===== src/rtl/spi_wm_pkg.sv =====
package spi_wm_pkg;
  localparam int REG_AW = 5;

  localparam logic [REG_AW-1:0] OFS_CTRL  = 5'h00;
  localparam logic [REG_AW-1:0] OFS_CFG   = 5'h04;
  localparam logic [REG_AW-1:0] OFS_DOUT  = 5'h08;
  localparam logic [REG_AW-1:0] OFS_DIN   = 5'h0C;
  localparam logic [REG_AW-1:0] OFS_CAUSE = 5'h10;
  localparam logic [REG_AW-1:0] OFS_MASK  = 5'h14;

  localparam int CTRL_EN  = 0;
  localparam int CTRL_RDY = 1;
  localparam int CTRL_IDX = 2;
  localparam int CFG_W16  = 5;
  localparam int IRQ_RDY  = 0;
endpackage


===== src/rtl/spi_wm_csdec.sv =====
module spi_wm_csdec #(
  parameter int CS_N  = 8,
  parameter int IDX_W = 3
) (
  input  logic             en_i,
  input  logic [IDX_W-1:0] idx_i,
  output logic [CS_N-1:0]  cs_n_o
);
  for (genvar g = 0; g < CS_N; g++) begin : g_line
    assign cs_n_o[g] = !(en_i && (idx_i == IDX_W'(g)));
  end
endmodule


===== src/rtl/spi_wm_shifter.sv =====
module spi_wm_shifter #(
  parameter int WORD_W = 16
) (
  input  logic              clk_i,
  input  logic              rst_ni,
  input  logic              start_i,
  input  logic              w16_i,
  input  logic [WORD_W-1:0] tx_word_i,
  input  logic              tick_i,
  input  logic              miso_i,
  output logic              busy_o,
  output logic              done_o,
  output logic              sclk_o,
  output logic              mosi_o,
  output logic [WORD_W-1:0] rx_word_o
);
  localparam int HALF  = WORD_W / 2;
  localparam int CNT_W = $clog2(WORD_W);

  logic              busy_q, sclk_q, w16_q;
  logic [CNT_W-1:0]  cnt_q;
  logic [WORD_W-1:0] tx_sh_q, rx_sh_q, rx_q;
  logic [CNT_W-1:0]  last_cnt;
  logic              rise, fall;

  assign last_cnt = w16_q ? CNT_W'(WORD_W - 1) : CNT_W'(HALF - 1);
  assign rise     = busy_q && tick_i && !sclk_q;
  assign fall     = busy_q && tick_i && sclk_q;
  assign done_o   = fall && (cnt_q == last_cnt);

  always_ff @(posedge clk_i or negedge rst_ni) begin
    if (!rst_ni) begin
      busy_q  <= 1'b0;
      sclk_q  <= 1'b0;
      w16_q   <= 1'b0;
      cnt_q   <= '0;
      tx_sh_q <= '0;
      rx_sh_q <= '0;
      rx_q    <= '0;
    end else if (start_i && !busy_q) begin
      busy_q  <= 1'b1;
      sclk_q  <= 1'b0;
      w16_q   <= w16_i;
      cnt_q   <= '0;
      // short words are left-aligned so the MSB always leaves from the top
      tx_sh_q <= w16_i ? tx_word_i : {tx_word_i[HALF-1:0], {HALF{1'b0}}};
    end else if (rise) begin
      sclk_q  <= 1'b1;
      rx_sh_q <= {rx_sh_q[WORD_W-2:0], miso_i};
    end else if (fall) begin
      sclk_q  <= 1'b0;
      tx_sh_q <= {tx_sh_q[WORD_W-2:0], 1'b0};
      cnt_q   <= cnt_q + 1'b1;
      if (done_o) begin
        busy_q <= 1'b0;
        rx_q   <= w16_q ? rx_sh_q : {{HALF{1'b0}}, rx_sh_q[HALF-1:0]};
      end
    end
  end

  assign busy_o    = busy_q;
  assign sclk_o    = sclk_q;
  assign mosi_o    = busy_q & tx_sh_q[WORD_W-1];
  assign rx_word_o = rx_q;
endmodule


===== src/rtl/spi_wm_regs.sv =====
module spi_wm_regs
  import spi_wm_pkg::*;
#(
  parameter int DATA_W = 32,
  parameter int WORD_W = 16,
  parameter int IDX_W  = 3
) (
  input  logic              clk_i,
  input  logic              rst_ni,
  input  logic [REG_AW-1:0] addr_i,
  input  logic              we_i,
  input  logic [DATA_W-1:0] wdata_i,
  output logic [DATA_W-1:0] rdata_o,
  input  logic              busy_i,
  input  logic              done_i,
  input  logic [WORD_W-1:0] rx_word_i,
  output logic              start_o,
  output logic [WORD_W-1:0] tx_word_o,
  output logic              w16_o,
  output logic              cs_en_o,
  output logic [IDX_W-1:0]  cs_idx_o,
  output logic              ready_o,
  output logic              cause_o,
  output logic              irq_o
);
  logic              cs_en_q, w16_q, ready_q, cause_q, mask_q;
  logic [IDX_W-1:0]  cs_idx_q;
  logic [WORD_W-1:0] tx_q;
  logic              wr_ctrl, wr_cfg, wr_cause, wr_mask;
  logic              unused_wdata;

  assign wr_ctrl  = we_i && (addr_i == OFS_CTRL);
  assign wr_cfg   = we_i && (addr_i == OFS_CFG);
  assign wr_cause = we_i && (addr_i == OFS_CAUSE);
  assign wr_mask  = we_i && (addr_i == OFS_MASK);
  assign start_o  = we_i && (addr_i == OFS_DOUT) && !busy_i;
  assign unused_wdata = ^wdata_i;

  always_ff @(posedge clk_i or negedge rst_ni) begin
    if (!rst_ni) begin
      cs_en_q  <= 1'b0;
      cs_idx_q <= '0;
      w16_q    <= 1'b0;
      tx_q     <= '0;
      ready_q  <= 1'b0;
      cause_q  <= 1'b0;
      mask_q   <= 1'b0;
    end else begin
      if (wr_ctrl) begin
        cs_en_q  <= wdata_i[CTRL_EN];
        cs_idx_q <= wdata_i[CTRL_IDX +: IDX_W];
      end
      if (wr_cfg)  w16_q  <= wdata_i[CFG_W16];
      if (wr_mask) mask_q <= wdata_i[IRQ_RDY];
      if (start_o) tx_q   <= wdata_i[WORD_W-1:0];
      if (done_i)       ready_q <= 1'b1;
      else if (start_o) ready_q <= 1'b0;
      // completion wins over a same-cycle clear
      if (done_i)                           cause_q <= 1'b1;
      else if (wr_cause && wdata_i[IRQ_RDY]) cause_q <= 1'b0;
    end
  end

  always_comb begin
    rdata_o = '0;
    case (addr_i)
      OFS_CTRL: begin
        rdata_o[CTRL_EN]             = cs_en_q;
        rdata_o[CTRL_RDY]            = ready_q;
        rdata_o[CTRL_IDX +: IDX_W]   = cs_idx_q;
      end
      OFS_CFG:   rdata_o[CFG_W16]      = w16_q;
      OFS_DOUT:  rdata_o[WORD_W-1:0]   = tx_q;
      OFS_DIN:   rdata_o[WORD_W-1:0]   = rx_word_i;
      OFS_CAUSE: rdata_o[IRQ_RDY]      = cause_q;
      OFS_MASK:  rdata_o[IRQ_RDY]      = mask_q;
      default:   rdata_o               = '0;
    endcase
  end

  assign tx_word_o = tx_q;
  assign w16_o     = w16_q;
  assign cs_en_o   = cs_en_q;
  assign cs_idx_o  = cs_idx_q;
  assign ready_o   = ready_q;
  assign cause_o   = cause_q;
  assign irq_o     = cause_q & mask_q;
endmodule


===== src/rtl/spi_word_master.sv =====
module spi_word_master
  import spi_wm_pkg::*;
#(
  parameter int CS_N   = 8,
  parameter int DATA_W = 32,
  parameter int WORD_W = 16
) (
  input  logic              clk_i,
  input  logic              rst_ni,
  input  logic [REG_AW-1:0] bus_addr_i,
  input  logic              bus_we_i,
  input  logic [DATA_W-1:0] bus_wdata_i,
  output logic [DATA_W-1:0] bus_rdata_o,
  input  logic              sclk_tick_i,
  output logic              sclk_o,
  output logic              mosi_o,
  input  logic              miso_i,
  output logic [CS_N-1:0]   cs_n_o,
  output logic              irq_o
);
  localparam int IDX_W = $clog2(CS_N);

  logic              start_w, busy_w, done_w, w16_w, cs_en_w, ready_w, cause_w;
  logic [IDX_W-1:0]  cs_idx_w;
  logic [WORD_W-1:0] tx_word_w, rx_word_w;

  spi_wm_regs #(.DATA_W(DATA_W), .WORD_W(WORD_W), .IDX_W(IDX_W)) u_regs (
    .clk_i     (clk_i),
    .rst_ni    (rst_ni),
    .addr_i    (bus_addr_i),
    .we_i      (bus_we_i),
    .wdata_i   (bus_wdata_i),
    .rdata_o   (bus_rdata_o),
    .busy_i    (busy_w),
    .done_i    (done_w),
    .rx_word_i (rx_word_w),
    .start_o   (start_w),
    .tx_word_o (tx_word_w),
    .w16_o     (w16_w),
    .cs_en_o   (cs_en_w),
    .cs_idx_o  (cs_idx_w),
    .ready_o   (ready_w),
    .cause_o   (cause_w),
    .irq_o     (irq_o)
  );

  spi_wm_shifter #(.WORD_W(WORD_W)) u_shift (
    .clk_i     (clk_i),
    .rst_ni    (rst_ni),
    .start_i   (start_w),
    .w16_i     (w16_w),
    .tx_word_i (bus_wdata_i[WORD_W-1:0]),
    .tick_i    (sclk_tick_i),
    .miso_i    (miso_i),
    .busy_o    (busy_w),
    .done_o    (done_w),
    .sclk_o    (sclk_o),
    .mosi_o    (mosi_o),
    .rx_word_o (rx_word_w)
  );

  spi_wm_csdec #(.CS_N(CS_N), .IDX_W(IDX_W)) u_csdec (
    .en_i   (cs_en_w),
    .idx_i  (cs_idx_w),
    .cs_n_o (cs_n_o)
  );

  logic unused_tx;
  assign unused_tx = ^tx_word_w;
endmodule


===== config.mk =====
export PLATFORM = sky130hd
export DESIGN_NAME = spi_word_master
export DESIGN_NICKNAME = d
export VERILOG_FILES = /design/src/rtl/spi_wm_pkg.sv /design/src/rtl/spi_wm_csdec.sv /design/src/rtl/spi_wm_shifter.sv /design/src/rtl/spi_wm_regs.sv /design/src/rtl/spi_word_master.sv
export SDC_FILE = /design/constraint.sdc
export NUM_CORES = 1
export LEC_CHECK = 0
export BUFFER_PORTS_ARGS = -buffer_cell sky130_fd_sc_hd__buf_4
export CORE_ASPECT_RATIO = 0.8
export CORE_UTILIZATION = 59
export DETAILED_ROUTE_END_ITERATION = 8
export PLACE_DENSITY = 0.95
export SYNTH_ARGS = -nofsm -noshare
export SYNTH_HDL_FRONTEND = slang
export SYNTH_HIERARCHICAL = 1
export SYNTH_SLANG_ARGS = --single-unit

===== constraint.sdc =====
create_clock -name clk_i -period 6 [get_ports clk_i]
set_clock_uncertainty 0.1 [all_clocks]
set_input_delay 0 -clock clk_i [delete_from_list [all_inputs] [get_ports clk_i]]
set_output_delay 0 -clock clk_i [all_outputs]
set_load 0.005 [all_outputs]

== Word level (Yosys, flattened, before mapping) ==
Cells that the tools add are included.

* Register bits after elaboration: 79
* Output and inout bits: 43
* Logic and storage cells: 98

* $add $sub $neg: 1
* Equal/unequal tests: 14
* Mux-type cells: 24
* Bitwise gates (word level): 4
* Reductions and logical operators: 41

{| class="wikitable"
|+ Operator list
! cell !! count
|-
| $mux 16 || 5
|-
| $logic_and 1x1->1 || 20
|-
| $pmux 10 s2 || 1
|-
| $mux 4 || 4
|-
| $eq 3x3->1 const B || 4
|-
| $pmux 4 s3 || 1
|-
| $mux 1 || 11
|-
| $eq 5x4->1 const B || 2
|-
| $eq 5x5->1 const B || 2
|-
| $logic_not 1->1 || 10
|-
| $reduce_bool 2->1 || 4
|-
| $eq 3x2->1 const B || 2
|-
| $eq 5x3->1 const B || 1
|-
| $logic_not 5->1 || 1
|-
| $pmux 1 s5 || 1
|-
| $add 4x1->4 const B || 1
|-
| $eq 4x4->1 || 1
|-
| $reduce_and 2->1 || 2
|-
| $reduce_and 4->1 || 1
|-
| $eq 3x1->1 const B || 1
|-
| $logic_not 3->1 || 1
|-
| $pmux 1 s3 || 1
|-
| $reduce_and 3->1 || 1
|-
| $reduce_bool 3->1 || 1
|-
| 3 further kinds || 5
|}

== Logic depth before layout (Yosys ltp) ==
Gate-level depths: netlist of run 1.

* Word-level depth: 7
* Mapped depth: 11

== By module ==
Netlist of run 1, hierarchy kept.

{| class="wikitable"
|+ Modules (own cells, without submodules)
! module !! instances !! cells each !! area an instance (um2)
|-
| spi_wm_shifter || 1 || 194 || 2,442.3
|-
| spi_wm_regs || 1 || 133 || 1,467.7
|-
| spi_wm_csdec || 1 || 8 || 76.3
|}

== Worst setup path after synthesis of run 1 ==
OpenSTA, ideal clock, no wires.

* Path type: input to register
* Start point: input bus_addr_i[3]
* End point: register u_shift.tx_sh_q[10]
* Setup time: 0.126 ns
* Data arrival time: 2.178 ns
* Required time: 5.774 ns
* Setup slack: 3.596 ns
* Cell stages on the path: 10
* Buffers on the path: 4
* Cell sequence: buf_4 > or4b_1 > or3_1 > buf_6 > buf_6 > inv_1 > nor2b_1 > clkbuf_1 > nor2_1 > a221o_1

* Cells in the longest elaborated chain, start to end: 6
* Elaborated cells between the ends (all ways): 8
* Classes of those cells: eq/ne (2); mux (1); reduce/logical (5)

{| class="wikitable"
|+ Ends and longest elaborated chain
! item !! RTL line !! text
|-
| start: declaration || spi_word_master.sv:10 || <nowiki>input logic [REG_AW-1:0] bus_addr_i,</nowiki>
|-
| $eq 5x4->1 * || spi_wm_regs.sv:36 || <nowiki>assign start_o = we_i && (addr_i == OFS_DOUT) && !busy_i;</nowiki>
|-
| $logic_and 1x1->1 * (2 in a row) || spi_wm_regs.sv:36 ||
|-
| via start_w || spi_word_master.sv:23 || <nowiki>logic start_w, busy_w, done_w, w16_w, cs_en_w, ready_w, cause_w;</nowiki>
|-
| $logic_and 1x1->1 * || spi_wm_shifter.sv:40 || <nowiki>end else if (start_i && !busy_q) begin</nowiki>
|-
| $ne 2x2->1 (no line) / $reduce_bool 2->1 (equally long branches) || - ||
|-
| $reduce_and 2->1 (no line) || - ||
|-
| end signal: assignment || spi_wm_shifter.sv:46 || <nowiki>tx_sh_q <= w16_i ? tx_word_i : {tx_word_i[HALF-1:0], {HALF{1'b0}}};</nowiki>
|-
| end signal: assignment || spi_wm_shifter.sv:52 || <nowiki>tx_sh_q <= {tx_sh_q[WORD_W-2:0], 1'b0};</nowiki>
|-
| end: declaration || spi_wm_shifter.sv:22 || <nowiki>logic [WORD_W-1:0] tx_sh_q, rx_sh_q, rx_q;</nowiki>
|}

Mark *: on every way through the listed nets, which the timed path passes. The rest lies on a longest branch.
A chain may end at the register's enable or synchronous reset.

== Worst setup path after layout of run 1 ==
* Start point: input bus_addr_i[4]
* End point: register u_shift.rx_q[11], in the netlist u_shift/rx_word_o[11]

* Cells in the longest elaborated chain, start to end: 6

{| class="wikitable"
|+ Ends and longest elaborated chain
! item !! RTL line !! text
|-
| $eq 5x4->1 || spi_wm_regs.sv:36 ||
|-
| $logic_and 1x1->1 (2 in a row) || spi_wm_regs.sv:36 ||
|-
| via start_w || spi_word_master.sv:23 ||
|-
| $logic_and 1x1->1 || spi_wm_shifter.sv:40 ||
|-
| $not 1->1 (no line) || - ||
|-
| $reduce_and 4->1 (no line) || - ||
|-
| end signal: assignment || spi_wm_shifter.sv:56 || <nowiki>rx_q <= w16_q ? rx_sh_q : {{HALF{1'b0}}, rx_sh_q[HALF-1:0]};</nowiki>
|-
| end: declaration || spi_wm_shifter.sv:22 ||
|}

The timed path passes the listed nets, and every way through them passes these cells.

==> flow_metrics.tcl, run 1 <==
set metrics [dict create \
    detail-route-antenna-nets 0 \
    powerDensity_nw_per_um2 318 \
    syn-cell-area_sq_um 3990 \
    clk_pin_slew_ns 0.08 \
    final_cell_area_sq_um 4770 \
    placed_area_sq_um 4310 \
    yosysWarnings 6 \
    fin_ws_ns 2.09 \
    routed_via_density 6.10 \
    antenna_found_initial 0 \
    worst_setup_path_start_kind "primary input" \
    critPathArrivalTime_ns 4.04 \
    required_ns 6.14 \
    ys_seq_elements 79 \
    coreArea_sq_um 6440 \
    num_rows 26 \
    period_minus_slack_ns 3.91 \
    area_growth_pct 19.6 \
    post_cts_buffers 0 \
    netlist.area_leader.share_pct 49.6 \
    pre_cts_ws_ns 2.38 \
    drive_gt1_share_pct 30.5 \
    grt_pass1_vias 2935 \
    fillers 377 \
    syn_avg_cell_area_sq_um 11.9 \
    io_pins 85 \
    final_min_period_over_clock_period_pct 65.1 \
    wl_per_cell_um 20.0 \
    die_w_um 93.9 \
    hold_class "in2reg" \
    synthTopCellsByArea "dfrtp_1 50%, mux2_2 11%, mux2i_1 6.0%, mux2_4 6.0%, buf_4 3.6%" \
    criticalPathCategory "in2reg" \
    ys_top_cells_by_count "79 x dfrtp_1, 40 x mux2_2, 25 x nor2_1, 24 x mux2i_1, 22 x a21oi_1" \
    clkSinkCount 79 \
    fp.dieArea_sq_um 7090 \
    rsz0062_at_grt "false" \
    globalplace.congestion 0.859 \
    yosys.cell_types.count 40 \
    status "finished, final reports clean" \
    yosysSeqAreaShare_pct 49.6 \
    root_buffer "clkbuf_8" \
    slew_headroom_pct 30.6 \
    worst_slew_pin_slew_ns 1.04 \
    num-nets-final 445 \
    finalHoldViolCount 0 \
    synth_cells 335 \
    setup_viol 0 \
    grt.total_usage_pct 29.6 \
    final_max_slew_viol_count 0 \
    grt_overflow_total 0 \
    vias 2994 \
    dr.pass1.iters 5 \
    ir_drop_mv 0.240 \
    grt_start_max_net_pins 80 \
    cts_tree "done" \
    synth_most_common_cell "dfrtp_1" \
    detail_route.iter0.violations 311 \
    grt_first_pass_wirelength_um 15200 \
    ys.flop_type "dfrtp_1" \
    finalSetupTns_ns 0 \
    initial_utilization_pct 61.9 \
    wirelength_um 9810 \
    clkLatencyLatePin_ns 0.36 \
    numCtsBuffers 9 \
    synth_largest_area_cell "dfrtp_1" \
    async_reset_ff_share_pct 100 \
    htree_levels 3 \
    die_h_um 75.5 \
    cp-end-kind "flop" \
    leakagePower_uw 0.00238 \
    drc_errors 0 \
    diodes 0 \
    synth_edf_count 0 \
    dp_hpwl_um 5870 \
    clk_path_buf_depth 2 \
    max_freq_ghz 0.256 \
    crit_fanout 27 \
    port_buffers 52 \
    maxCapViolations 0 \
]
cells by family after synthesis:
family | after synthesis | share of synthesized area [%]
buf+inv | 38 | 6.03
xor+xnor | 4 | 0.879
simple gates | 87 | 12.1
flops | 79 | 49.6
fa+ha+maj | 1 | 0.314
mux | 80 | 23.4
other cells | 1 | 0.0941
compound gates | 45 | 7.60
per-stage QoR:
step                util [%]  instances  total power, uW  hold WS [ns]
finish                  74.0        491             1520         0.152
global route            74.0        491             1580         0.135
global placement        66.8        450             1030         0.112
floorplan                  -        350              962        -0.396
detailed placement      66.8        450             1060         0.114
CTS                     74.0        491             1500         0.111
critical path, stage by stage:
cell	delay, ns
dlygate4sd3_1	0.55
buf_4	0.16
or4b_1	0.71
or3_1	0.86
inv_1	0.36
nand2b_1	0.60
and3_1	0.48
mux2_4	0.29
cell type report:
class | count | area [sq um] | share of cell area (%)
multi-input cells | 233 | 1830 | 38.3
clock inverters | 6 | 85.1 | 1.78
inverters | 2 | 7.51 | 0.157
repair buffers | 77 | 641 | 13.4
well taps | 84 | 105 | 2.20
clock buffers | 10 | 128 | 2.68
flip-flops and latches | 79 | 1980 | 41.5
repair_timing:
action,in CTS,in global routing
endpoints found under the hold margin,119,0
gates resized for setup,0,0
endpoints found under the setup margin,0,0
hold buffers,25,0
metal layers:
| layer | routed length (um) | vias to the layer above | track usage (%) | share of wire (%) |
|---|---|---|---|---|
| met3 | 776 | 42 | 8.48 | 7.9 |
| met2 | 4820 | 178 | 48.2 | 49 |
| li1 | - | 1299 | - | - |
| met1 | 3840 | 1475 | 37.3 | 39 |
| met4 | 376 | 0 | 14.4 | 3.8 |
| met5 | 0 | - | 0 | 0 |
final timing paths:
path	startpoint	end	slack, ns	cells past startpoint
worst max-delay path	bus_addr_i[4]	u_shift/rx_word_o[11]	2.09	8
worst min-delay path	bus_addr_i[3]	u_regs/cause_o	0.15	3
worst max register to register	u_shift/busy_o	u_shift/tx_sh_q[14]	2.54	5
worst min register to register	u_shift/rx_sh_q[15]	u_shift/rx_sh_q[15]	0.40	1
max in group asynchronous	rst_ni	u_regs/ready_o	4.93	2
min in group asynchronous	rst_ni	u_regs/tx_word_o[2]	0.24	2
cell usage in the layout, fill, tap and decap left out, types with 15 or more instances in the layout:
master and instances:
nor2_1 25, dfrtp_1 79, mux2i_1 24, buf_4 52, dlygate4sd3_1 25, mux2_2 40, a21oi_1 22, mux2_4 16
nand2_1 15, conb_1 16
power by group:
part | total (uW) | switching [uW] | internal (uW)
combinational | 319 | 137 | 183
clock | 428 | 195 | 233
sequential | 768 | 118 | 650
total | 1520 | 450 | 1070
registers in the layout (all words and copies together), names as in the netlist:
| name | cells |
|---|---|
| u_regs/cause_o | 1 |
| u_regs/cs_en_o | 1 |
| u_regs/cs_idx_o | 3 |
| u_regs/mask_q | 1 |
| u_regs/ready_o | 1 |
| u_regs/tx_word_o | 16 |
| u_regs/w16_o | 1 |
| u_shift/busy_o | 1 |
| u_shift/cnt_q | 4 |
| u_shift/rx_sh_q | 16 |
| u_shift/rx_word_o | 16 |
| u_shift/sclk_o | 1 |
| u_shift/tx_sh_q | 16 |
| u_shift/w16_q | 1 |
Power figures use the tool's default switching activity.
==> run 2: changes to the inputs <==
--- a/config.mk
+++ b/config.mk
@@ -7,9 +7,9 @@
 export LEC_CHECK = 0
 export BUFFER_PORTS_ARGS = -buffer_cell sky130_fd_sc_hd__buf_4
 export CORE_ASPECT_RATIO = 0.8
-export CORE_UTILIZATION = 59
+export CORE_UTILIZATION = 49
 export DETAILED_ROUTE_END_ITERATION = 8
-export PLACE_DENSITY = 0.95
+export PLACE_DENSITY = 0.87
 export SYNTH_ARGS = -nofsm -noshare
 export SYNTH_HDL_FRONTEND = slang
 export SYNTH_HIERARCHICAL = 1
==> constraint.sdc (replaced) <==
create_clock -name clk_i -period 3.2 [get_ports clk_i]
set_clock_uncertainty 0.1 [all_clocks]
set_input_delay 0 -clock clk_i [delete_from_list [all_inputs] [get_ports clk_i]]
set_output_delay 0 -clock clk_i [all_outputs]
set_load 0.005 [all_outputs]
==> run 2 against run 1 <==
  * Cell count increased by 5.5%
  * Sequential share of layout area down 0.31 points
  * Utilization is 13 points lower
==> flow_metrics.tcl, run 2 (synthesized netlist as in run 1, its figures left out) <==
set metrics [dict create \
    rsz0062_at_grt "false" \
    numCtsBuffers 9 \
    dr.pass1.iters 4 \
    diodes 0 \
    critPathArrivalTime_ns 2.96 \
    root_buffer "clkbuf_8" \
    fp.dieArea_sq_um 8500 \
    grt_start_max_net_pins 80 \
    ir_drop_mv 0.418 \
    detail_route.iter0.violations 201 \
    final_cell_mix "79 x dfrtp_1, 56 x buf_4, 40 x mux2_2" \
    final_min_period_over_clock_period_pct 88.3 \
    ff2ff_setup_slack_ns 0.91 \
    hold_class "in2async" \
    max_freq_ghz 0.354 \
    die_h_um 82.7 \
    coreArea_sq_um 7910 \
    status "finished, final reports clean" \
    wl_per_cell_um 17.2 \
    clkSinkCount 79 \
    power.share.switching_pct 29.7 \
    grt_overflow_total 0 \
    reg2reg_depth 6 \
    detail-route-antenna-nets 0 \
    cts_resized 0 \
    criticalPathCategory "in2reg" \
    cts_hold_buffers 24 \
    leakagePower_uw 0.00238 \
    critPathCapture "u_shift/tx_sh_q[12]" \
    num_rows 29 \
    clkLatencyLatePin_ns 0.35 \
    r2r-end "u_shift/tx_sh_q[12]" \
    worst_slew_pin_slew_ns 0.966 \
    cp-startpoint "bus_addr_i[4]" \
    grt.total_usage_pct 22.4 \
    worstReg2RegStart "u_shift/busy_o" \
    routed_via_density 5.50 \
    clk_pin_slew_ns 0.08 \
    required_ns 3.34 \
    io_pins 85 \
    fillers 591 \
    grt_pass1_vias 2727 \
    num-nets-final 448 \
    grt_first_pass_wirelength_um 14100 \
    finalSetupTns_ns 0 \
    cts_tree "done" \
    fin_util_pct 60.7 \
    slew_headroom_pct 35.6 \
    antenna_found_initial 0 \
    drc_errors 0 \
    globalplace.congestion 0.811 \
    clkPwrFrac_pct 26.7 \
    setup_viol 0 \
    wirelength_um 8890 \
    powerDensity_nw_per_um2 576 \
    final_max_slew_viol_count 0 \
    htree_levels 3 \
    finalHoldViolCount 0 \
    final_common_cell "dfrtp_1" \
    p_seq_share_pct 52.1 \
    combPwrFrac_pct 21.2 \
    post_cts_buffers 0 \
    port_buffers 52 \
    period_minus_slack_ns 2.83 \
    cp-end-kind "flop" \
    maxCapViolations 0 \
    drive_gt1_share_pct 31.2 \
    power.internal_uw 1950 \
    die_w_um 103 \
    initial_utilization_pct 50.4 \
    dp_hpwl_um 5670 \
    area_growth_pct 20.5 \
    clk_path_buf_depth 2 \
    crit_fanout 11 \
    worst_setup_path_start_kind "primary input" \
    switching_power_uw 822 \
    vias 2849 \
]
-- run 2: through the flow --
step                cells  power [uW]  hold slack [ns]  cell area, sq um  worst slack (ns)
finish                518        2770            0.230              4800             0.373
global route          518        2910            0.224              4800             0.311
CTS                   518        2760            0.202              4800             0.469
detailed placement    478        2000            0.117              4370             0.586
global placement      478        1950            0.107              4370             0.673
floorplan             350        1800           -0.396              4040             0.796
-- run 2: worst min path at each step --
stage | end
floorplan | u_regs/cause_o
global placement | u_shift/rx_sh_q[10]
detailed placement | u_shift/rx_sh_q[10]
CTS | u_regs/cs_idx_o[0]
global route | u_regs/cs_idx_o[0]
finish | u_shift/rx_sh_q[10]
-- run 2: final cells by class --
| cell class | count | area (sq um) | area share, % |
|---|---|---|---|
| clock buffer | 11 | 141 | 2.94 |
| tap | 108 | 135 | 2.81 |
| inverter | 2 | 7.51 | 0.156 |
| sequential | 79 | 1980 | 41.1 |
| timing repair buffer | 80 | 661 | 13.8 |
| clock inverter | 5 | 57.6 | 1.20 |
| multi-input combinational | 233 | 1830 | 38.0 |
-- run 2: worst max-delay path, cell delays in order --
cell and delay (ns):
dlygate4sd3_1 0.54, buf_4 0.15, or4b_1 0.73, or3_1 0.49, inv_1 0.21, nor2b_1 0.17
buf_4 0.19, nor2_1 0.14, a221o_1 0.32
-- run 2: power by group through the flow --
stage	logic, uW	clock network [uW]	registers (uW)
after floorplan	446	0	1360
after global placement	524	0	1420
after detailed placement	548	0	1450
after CTS	579	752	1430
after global routing	643	796	1470
final	586	740	1440
-- run 2: per-layer routing --
layer / GRT usage, % / share of wire, % / routed length (um)
met2: 36.1 / 50 / 4470
met4: 6.06 / 0.94 / 84
met1: 30.0 / 44 / 3900
met3: 5.98 / 4.8 / 431
met5: 0 / 0 / 0
